==> src/rtl/clamp_pkg.sv <==
package clamp_pkg;

    typedef enum logic [1:0] {
        ST_IDLE = 2'd0,
        ST_WAIT = 2'd1,
        ST_HOLD = 2'd2
    } clamp_state_e;

    typedef struct packed {
        logic sync;
    } sync_reg_t;

endpackage

==> src/rtl/clamp_sync_edge.sv <==
module clamp_sync_edge
    import clamp_pkg::*;
(
    input  logic clk,
    input  logic rst_n,
    input  logic hsync_i,
    output logic fall_o
);

    sync_reg_t r_d, r_q;

    always_comb begin
        r_d      = r_q;
        r_d.sync = hsync_i;
    end

    always_ff @(posedge clk or negedge rst_n) begin
        if (!rst_n) r_q <= '0;
        else        r_q <= r_d;
    end

    // trailing edge: registered high, current sample low
    assign fall_o = r_q.sync & ~hsync_i;

    // a trailing edge can only last one cycle
    assert_fall_single_R8: assert property (@(posedge clk) disable iff (!rst_n)
        fall_o |=> !fall_o);

    // a trailing edge requires sync to have been high
    assert_fall_needs_high_R8: assert property (@(posedge clk) disable iff (!rst_n)
        fall_o |-> $past(hsync_i));

endmodule

==> src/rtl/clamp_timer.sv <==
module clamp_timer
    import clamp_pkg::*;
#(
    parameter int CNT_W = 8
)
(
    input  logic             clk,
    input  logic             rst_n,
    input  logic             fall_i,
    input  logic [CNT_W-1:0] offset_i,
    input  logic [CNT_W-1:0] length_i,
    output logic             pulse_o
);

    localparam logic [CNT_W-1:0] ONE = CNT_W'(1);

    typedef struct packed {
        clamp_state_e     st;
        logic [CNT_W-1:0] cnt;
        logic [CNT_W-1:0] len;
    } timer_reg_t;

    timer_reg_t r_d, r_q;

    always_comb begin
        r_d = r_q;
        if (fall_i) begin
            r_d.st  = ST_WAIT;
            r_d.cnt = (offset_i == '0) ? '0 : offset_i - ONE;
            r_d.len = length_i;
        end else begin
            unique case (r_q.st)
                ST_WAIT: begin
                    if (r_q.cnt == '0) begin
                        if (r_q.len == '0) begin
                            r_d.st = ST_IDLE;
                        end else begin
                            r_d.st  = ST_HOLD;
                            r_d.cnt = r_q.len - ONE;
                        end
                    end else begin
                        r_d.cnt = r_q.cnt - ONE;
                    end
                end
                ST_HOLD: begin
                    if (r_q.cnt == '0) r_d.st = ST_IDLE;
                    else               r_d.cnt = r_q.cnt - ONE;
                end
                default: r_d.st = ST_IDLE;
            endcase
        end
    end

    always_ff @(posedge clk or negedge rst_n) begin
        if (!rst_n) r_q <= '{st: ST_IDLE, cnt: '0, len: '0};
        else        r_q <= r_d;
    end

    assign pulse_o = (r_q.st == ST_HOLD);

    assert_edge_restarts_R7: assert property (@(posedge clk) disable iff (!rst_n)
        fall_i |=> (r_q.st == ST_WAIT));

    assert_zero_offset_as_one_R5: assert property (@(posedge clk) disable iff (!rst_n)
        (fall_i && offset_i == '0) |=> (r_q.st == ST_WAIT && r_q.cnt == '0));

    assert_hold_within_length_R4: assert property (@(posedge clk) disable iff (!rst_n)
        (r_q.st == ST_HOLD) |-> (r_q.cnt < r_q.len));

    assert_zero_length_no_pulse_R6: assert property (@(posedge clk) disable iff (!rst_n)
        (r_q.st == ST_WAIT && r_q.cnt == '0 && r_q.len == '0 && !fall_i)
        |=> (r_q.st == ST_IDLE));

    assert_length_held_R9: assert property (@(posedge clk) disable iff (!rst_n)
        !fall_i |=> $stable(r_q.len));

    assert_wait_leads_to_hold_R3: assert property (@(posedge clk) disable iff (!rst_n)
        (r_q.st == ST_WAIT && r_q.cnt == '0 && r_q.len != '0 && !fall_i)
        |=> pulse_o);

endmodule

==> src/rtl/clamp_out_sel.sv <==
module clamp_out_sel (
    input  logic ext_sel_i,
    input  logic ext_clamp_i,
    input  logic pulse_i,
    output logic clamp_o
);

    always_comb begin
        clamp_o = ext_sel_i ? ext_clamp_i : pulse_i;
    end

endmodule

==> src/rtl/clamp_pulse_gen.sv <==
module clamp_pulse_gen #(
    parameter int CNT_W = 8
)
(
    input  logic             clk,
    input  logic             rst_n,
    input  logic             hsync_i,
    input  logic             ext_clamp_i,
    input  logic             ext_sel_i,
    input  logic [CNT_W-1:0] offset_i,
    input  logic [CNT_W-1:0] length_i,
    output logic             clamp_o
);

    logic fall;
    logic pulse;

    clamp_sync_edge u_edge (
        .clk     (clk),
        .rst_n   (rst_n),
        .hsync_i (hsync_i),
        .fall_o  (fall)
    );

    clamp_timer #(.CNT_W(CNT_W)) u_timer (
        .clk      (clk),
        .rst_n    (rst_n),
        .fall_i   (fall),
        .offset_i (offset_i),
        .length_i (length_i),
        .pulse_o  (pulse)
    );

    clamp_out_sel u_sel (
        .ext_sel_i   (ext_sel_i),
        .ext_clamp_i (ext_clamp_i),
        .pulse_i     (pulse),
        .clamp_o     (clamp_o)
    );

    // the first cycle after a trailing edge is always in the waiting phase
    assert_no_clamp_after_edge_R7: assert property (@(posedge clk) disable iff (!rst_n)
        fall |=> !pulse);

endmodule

==> config.mk <==
export PLATFORM = sky130hd
export DESIGN_NAME = clamp_pulse_gen
export DESIGN_NICKNAME = d
export VERILOG_FILES = /design/src/rtl/clamp_pkg.sv /design/src/rtl/clamp_sync_edge.sv /design/src/rtl/clamp_timer.sv /design/src/rtl/clamp_out_sel.sv /design/src/rtl/clamp_pulse_gen.sv
export SDC_FILE = /design/constraint.sdc
export NUM_CORES = 1
export LEC_CHECK = 0
export CORE_ASPECT_RATIO = 1.75
export CORE_UTILIZATION = 53
export CTS_CLUSTER_SIZE = 28
export DETAILED_ROUTE_END_ITERATION = 12
export HOLD_SLACK_MARGIN = 0.15
export PLACE_DENSITY_LB_ADDON = 0.1
export SLEW_MARGIN = 20
export SYNTH_ARGS = -nofsm -noshare
export SYNTH_HDL_FRONTEND = slang
export SYNTH_SLANG_ARGS = --single-unit
==> constraint.sdc <==
create_clock -name clk -period 2.85 [get_ports clk]
set_clock_uncertainty 0.1 [all_clocks]
set_input_delay 0.7125 -clock clk [delete_from_list [all_inputs] [get_ports clk]]
set_output_delay 0.7125 -clock clk [all_outputs]
set_load 0.01 [all_outputs]
==> results of run 1 <==
-- stage by stage --
stage | power, mW | worst slack (ns) | instances | instance area (um2) | utilization
floorplan | 0.7909 | 0.6476 | 154 | 1370 | -
global placement | 0.9131 | 0.09066 | 201 | 1627 | 0.6606
detailed placement | 0.9240 | 0.04299 | 201 | 1627 | 0.6606
CTS | 1.123 | 0.1729 | 205 | 1672 | 0.6789
global route | 1.199 | 0.09785 | 205 | 1672 | 0.6789
finish | 1.112 | 0.1640 | 205 | 1672 | 0.6789
-- power by group through the flow --
stage                     clock (mW)  combinational, mW  sequential (mW)
after floorplan                    0              0.356            0.435
after global placement             0              0.458            0.456
after detailed placement           0              0.465            0.459
after CTS                      0.199              0.470            0.454
after global routing           0.208              0.524            0.468
final                          0.187              0.469            0.456
-- critical path, stage by stage --
cell and delay (ns):
clkdlybuf4s50_1 0.48, nand2_1 0.05, o21ai_0 0.07, clkdlybuf4s50_1 0.56
-- synth_stat cells, types with 2 or more instances --
library cell,n,area share
a211o_1,2,0.013
a211oi_1,2,0.011
a21oi_1,8,0.029
a2bb2oi_1,2,0.013
clkbuf_1,3,0.0082
dfrtp_1,19,0.35
ha_1,3,0.027
inv_1,8,0.022
mux2_4,2,0.022
mux2i_1,5,0.037
nand2_1,26,0.071
nand2b_1,3,0.014
nor2_1,10,0.027
nor2b_1,3,0.014
nor3_1,5,0.018
o211ai_1,3,0.016
o21ai_0,7,0.026
o2bb2ai_1,2,0.013
o31ai_1,3,0.016
or4_1,4,0.022
xnor2_1,4,0.026
xor2_1,4,0.026
-- per-layer routing --
metal	part of all wire	track usage	up-vias
met2	0.54	0.4533	36
met1	0.39	0.3051	565
li1	-	-	606
met4	0.031	0.1370	0
met3	0.042	0.03205	8
met5	0	0	-
-- sequential cells by signal (all words and copies together), names as in the netlist --
| register | cells |
|---|---|
| u_timer.r_q | 18 |
| u_edge.r_q | 1 |
-- how the worst min path moves through the flow --
stage,start,end,cells past startpoint
after floorplan,rst_n,u_edge.r_q$_DFF_PN0_,0
after global placement,u_timer.r_q[6]$_DFFE_PN0P_,u_timer.r_q[6]$_DFFE_PN0P_,2
after detailed placement,u_timer.r_q[7]$_DFFE_PN0P_,u_timer.r_q[7]$_DFFE_PN0P_,2
after CTS,u_timer.r_q[7]$_DFFE_PN0P_,u_timer.r_q[7]$_DFFE_PN0P_,2
after global routing,u_timer.r_q[6]$_DFFE_PN0P_,u_timer.r_q[6]$_DFFE_PN0P_,2
final,u_timer.r_q[7]$_DFFE_PN0P_,u_timer.r_q[7]$_DFFE_PN0P_,2
-- final cells by class --
class / instances / area share
Multi-Input combinational cell: 123 / 0.5075
Sequential cell: 19 / 0.2844
Timing Repair Buffer: 25 / 0.1437
Clock buffer: 4 / 0.02695
Tap cell: 26 / 0.01946
Inverter: 8 / 0.01796
-- cell usage in the layout, fill, tap and decap left out, types with 2 or more instances in the layout --
master and n:
o31ai_1 3, a21oi_1 8, a211oi_1 2, o2bb2ai_1 2
clkbuf_8 3, xor2_1 4, or4_1 4, o21ai_0 7
xnor2_1 4, a2bb2oi_1 2, nor3_1 5, mux2i_1 5
o211ai_1 3, clkdlybuf4s50_1 21, nor2_1 10, dfrtp_1 19
nand2_1 26, mux2_4 2, a211o_1 2, buf_4 4
nor2b_1 3, nand2b_1 3, ha_1 3, inv_1 8
-- cell families after synthesis --
group,count (synthesis),share of synthesized area
AND/OR/NAND/NOR,65,0.2740
AO/OA/AOI/OAI,40,0.2082
flip-flops,19,0.3470
buffers and inverters,12,0.03379
XOR/XNOR,8,0.05114
multiplexers,7,0.05845
adder cells (fa/ha/maj),3,0.02740
==> flow_summary_export.csv, run 1 <==
group,metric,value,unit
layout,nets,204,
critical_path,endpoint,"clamp_o",
logic_synthesis,ys_ff_latch,19,
flow_run,cap_violations,0,
logic_synthesis,syn_avg_cell_area,8.897,um2
pwr,p_clk_frac,0.168,
routing,wl,3096,um
sta,hold_viol_final,0,
critical_path,arrival,1.87,ns
floorplanning,pin_count,22,
pwr,pwr-share-seq,0.410,
sta,maxSlewViolCount,0,
global_routing,grt_use_total,0.2697,
routing,ant_nets,0,
critical_path,start_kind,"input pin",
clock_network,cts_hold_buf,0,
clock_network,ctsResizeCount,0,
logic_synthesis,ys_types,48,
floorplanning,initial_utilization,0.5564,
critical_path,regToRegStartpoint,"u_timer.r_q[8]$_DFFE_PN0P_",
pwr,leakagePower,0.7154,nW
routing,route.detailed.drc,0,
worst_hold_path,hold_class,"reg -> reg",
layout,n_antenna_cell,0,
run_status,status,"complete, no violations",
clock_network,cts_buffers,3,
logic_synthesis,synthArstFlopShare,1.000,
routing,wl_per_cell,15.10,um
sta,worstMarginPinSlew,0.5054,ns
global_routing,grt_pass1_wl,5382,um
sta,fin_crit,2.686,ns
floorplanning,die_area,2801,um2
clock_network,clock_latency,0.26,ns
critical_path,worstReg2RegEnd,"u_timer.r_q[10]$_DFFE_PN0P_",
routing,drt-vias-per-instance,5.927,
layout,seq_area,475.5,um2
floorplanning,die_height,69.26,um
clock_network,clock_path_buffers,2,
floorplanning,rows,24,
placed_design,gp_congestion,0.8914,
placed_design,numPortBuffers,21,
routing,first_pass_iters,4,
pwr,irDropWorstVdd,389.0,uV
sta,setup_tns,0,ns
critical_path,cp_data_required_time,2.04,ns
pwr,combPwrFrac,0.422,
floorplanning,die_x,40.44,um
floorplanning,core,2462,um2
global_routing,first_global_vias,1246,
sta,timing.hold.ws,0.4126,ns
logic_synthesis,syn_inst,154,
clock_network,h-tree-depth,1,
global_routing,antenna_found_initial,0,
sta,post-route-period-util,0.9424,
clock_network,clkTransAtPathRegs,0.07,ns
pwr,p_switching,418.4,uW
logic_synthesis,synth_edf_count,0,
global_routing,overflow,0,
clock_network,postCtsSetupBuffers,0,
placed_design,place_hpwl,2418,um
layout,multi_input_area,848.3,um2
critical_path,cp-end-kind,"output port",
clock_network,cts_root_buf,"clkbuf_8",
clock_network,clkSinkCount,19,
logic_synthesis,yosys_warnings,0,
pwr,powerDensity,665.1,nW/um2
routing,drtIter0Drc,38,
sta,maxSlewHeadroom,0.6624,
layout,areaGrowthSynthToFinish,22.01,%
layout,fill_cells,218,
clock_network,cts_tree,"yes",
routing,dr_total_vias,1215,
logic_synthesis,ys_seq_area_frac,0.3470,
logic_synthesis,syn-cell-area,1370,um2
critical_path,path_class,"in -> out",
global_routing,grt_max_degree,20,
logic_synthesis,syn_nets,178,
critical_path,r2r_slack,0.65,ns
critical_path,reg2reg_depth,7,
pwr,p_int,693.3,uW
sta,finalSetupViolCount,0,
sta,rsz0062_at_grt,"no",
sta,fmax,372.3,MHz
pwr,sw_frac_of_total,0.3764,
logic_synthesis,synthFlopType,"dfrtp_1",
critical_path,worstPathMaxFanout,2,
layout,layout-drive-gt1-share,0.1061,
critical_path,critPathLaunch,"ext_sel_i",
Power figures use the tool's default switching activity.
==> run 2, diff against run 1 <==
--- a/config.mk
+++ b/config.mk
@@ -5,10 +5,10 @@
 export SDC_FILE = /design/constraint.sdc
 export NUM_CORES = 1
 export LEC_CHECK = 0
-export CORE_ASPECT_RATIO = 1.75
 export CORE_UTILIZATION = 53
 export CTS_CLUSTER_SIZE = 28
 export DETAILED_ROUTE_END_ITERATION = 12
+export GPL_TIMING_DRIVEN = 0
 export HOLD_SLACK_MARGIN = 0.15
 export PLACE_DENSITY_LB_ADDON = 0.1
 export SLEW_MARGIN = 20
==> flow_summary_export.csv, run 2 (synthesized netlist as in run 1, its figures left out) <==
group,metric,value,unit
sta,finalSetupViolCount,0,
global_routing,antenna_found_initial,0,
global_routing,grt.met3_usage,0.03768,
sta,fin_crit,2.677,ns
layout,n_antenna_cell,0,
placed_design,pre_cts_slack,-0.04817,ns
global_routing,grt_use_total,0.2536,
placed_design,numPortBuffers,21,
clock_network,cts_root_buf,"clkbuf_4",
placed_design,numPlacedInstances,205,
global_routing,grt_max_degree,20,
sta,maxSlewViolCount,0,
clock_network,clkSinkCount,19,
clock_network,cts_hold_buf,0,
clock_network,cts_buffers,3,
layout,fin_area,1644,um2
pwr,leakagePower,0.6939,nW
layout,fin_util,0.6697,
routing,dr_total_vias,1238,
worst_hold_path,hold_end,"u_timer.r_q[6]$_DFFE_PN0P_",
global_routing,overflow,0,
routing,route.detailed.drc,0,
clock_network,clock_path_buffers,2,
layout,layout_common_cells,"nand2_1, clkdlybuf4s50_1, dfrtp_1",
worst_hold_path,hold_class,"reg -> reg",
pwr,powerDensity,643.4,nW/um2
routing,drt-vias-per-instance,5.923,
clock_network,clock_latency,0.29,ns
critical_path,arrival,1.86,ns
floorplanning,die_height,52.85,um
pwr,report.power.total,1.058,mW
flow_run,cap_violations,0,
layout,reg_top3,"u_timer.r_q: 18 flops, u_edge.r_q: 1 flops",
routing,drtIter0Drc,39,
sta,setup_tns,0,ns
run_status,status,"complete, no violations",
routing,ant_nets,0,
layout,final_common_cell,"nand2_1",
sta,hold_viol_final,0,
sta,worstMarginPinSlew,0.8688,ns
floorplanning,initial_utilization,0.5581,
placed_design,gp_congestion,0.8870,
global_routing,grt_use_met2,0.4283,
floorplanning,die_area,2793,um2
layout,areaGrowthSynthToFinish,20.00,%
layout,final_cells,209,
critical_path,start_kind,"input pin",
critical_path,reg2reg_depth,7,
global_routing,busiest_layer,"met2",
sta,fmax,373.6,MHz
sta,post-route-period-util,0.9393,
layout,largest_register_ffs,18,
critical_path,worstPathMaxFanout,2,
routing,wl,3069,um
critical_path,path_class,"in -> out",
clock_network,clkTransAtPathRegs,0.11,ns
critical_path,cp_data_required_time,2.04,ns
clock_network,h-tree-depth,1,
clock_network,postCtsSetupBuffers,0,
critical_path,cp-end-kind,"output port",
pwr,irDropWorstVdd,499.6,uV
critical_path,regToRegStartpoint,"u_timer.r_q[8]$_DFFE_PN0P_",
layout,layout-drive-gt1-share,0.08939,
critical_path,worstReg2RegEnd,"u_timer.r_q[10]$_DFFE_PN0P_",
placed_design,place_hpwl,2415,um
floorplanning,pin_count,22,
routing,first_pass_iters,4,
sta,rsz0062_at_grt,"no",
worst_hold_path,hold_depth,2,
sta,maxSlewHeadroom,0.4190,
clock_network,cts_tree,"yes",
critical_path,r2r_slack,0.59,ns
placed_design,postPlaceCellArea,1618,um2
worst_hold_path,holdCritStartpoint,"u_timer.r_q[6]$_DFFE_PN0P_",
global_routing,use_met1,0.3315,
floorplanning,die_x,52.85,um
floorplanning,core,2455,um2
global_routing,grt_pass1_wl,5078,um
routing,wl_per_cell,14.68,um
clock_network,ctsResizeCount,0,
layout,nets,204,
sta,timing.hold.ws,0.4146,ns
floorplanning,rows,18,
global_routing,first_global_vias,1130,
sta,setup_slack,0.1731,ns
layout,largest-register,"u_timer.r_q",
run 2: power by group:
group / leakage, nW / internal [mW] / switching (mW) / total [mW]
clock network: 0.0150 / 0.0544 / 0.0822 / 0.137
registers: 0.229 / 0.346 / 0.112 / 0.458
logic: 0.450 / 0.243 / 0.220 / 0.463
total: 0.694 / 0.644 / 0.414 / 1.06
run 2: how the worst max path moves through the flow:
stage | startpoint | endpoint | slack [ns] | cells past startpoint
after detailed placement | offset_i[0] | u_timer.r_q[10]$_DFFE_PN0P_ | -0.05 | 7
after floorplan | offset_i[0] | u_timer.r_q[14]$_DFFE_PN0P_ | 0.65 | 7
after global placement | offset_i[0] | u_timer.r_q[10]$_DFFE_PN0P_ | 0.02 | 7
after global routing | ext_sel_i | clamp_o | 0.11 | 4
final | ext_sel_i | clamp_o | 0.17 | 4
after CTS | ext_sel_i | clamp_o | 0.16 | 4
run 2: worst max-delay path, stage by stage:
cell	delay, ns
clkdlybuf4s50_1	0.47
nand2_1	0.05
o21ai_0	0.07
clkdlybuf4s50_1	0.56
run 2: final cells by class:
class	instances	area [um2]
Clock buffer	4	26.28
Buffer	4	16.27
Fill cell	210	810.8
Tap cell	30	37.54
Multi-Input combinational cell	123	848.3
Inverter	8	30.03
Timing Repair Buffer	21	210.2
Sequential cell	19	475.5
run 2: layer usage:
| layer | vias up | share of wire |
|---|---|---|
| met1 | 601 | 0.45 |
| met5 | - | 0 |
| met4 | 0 | 0.0078 |
| met3 | 4 | 0.037 |
| li1 | 607 | - |
| met2 | 26 | 0.51 |
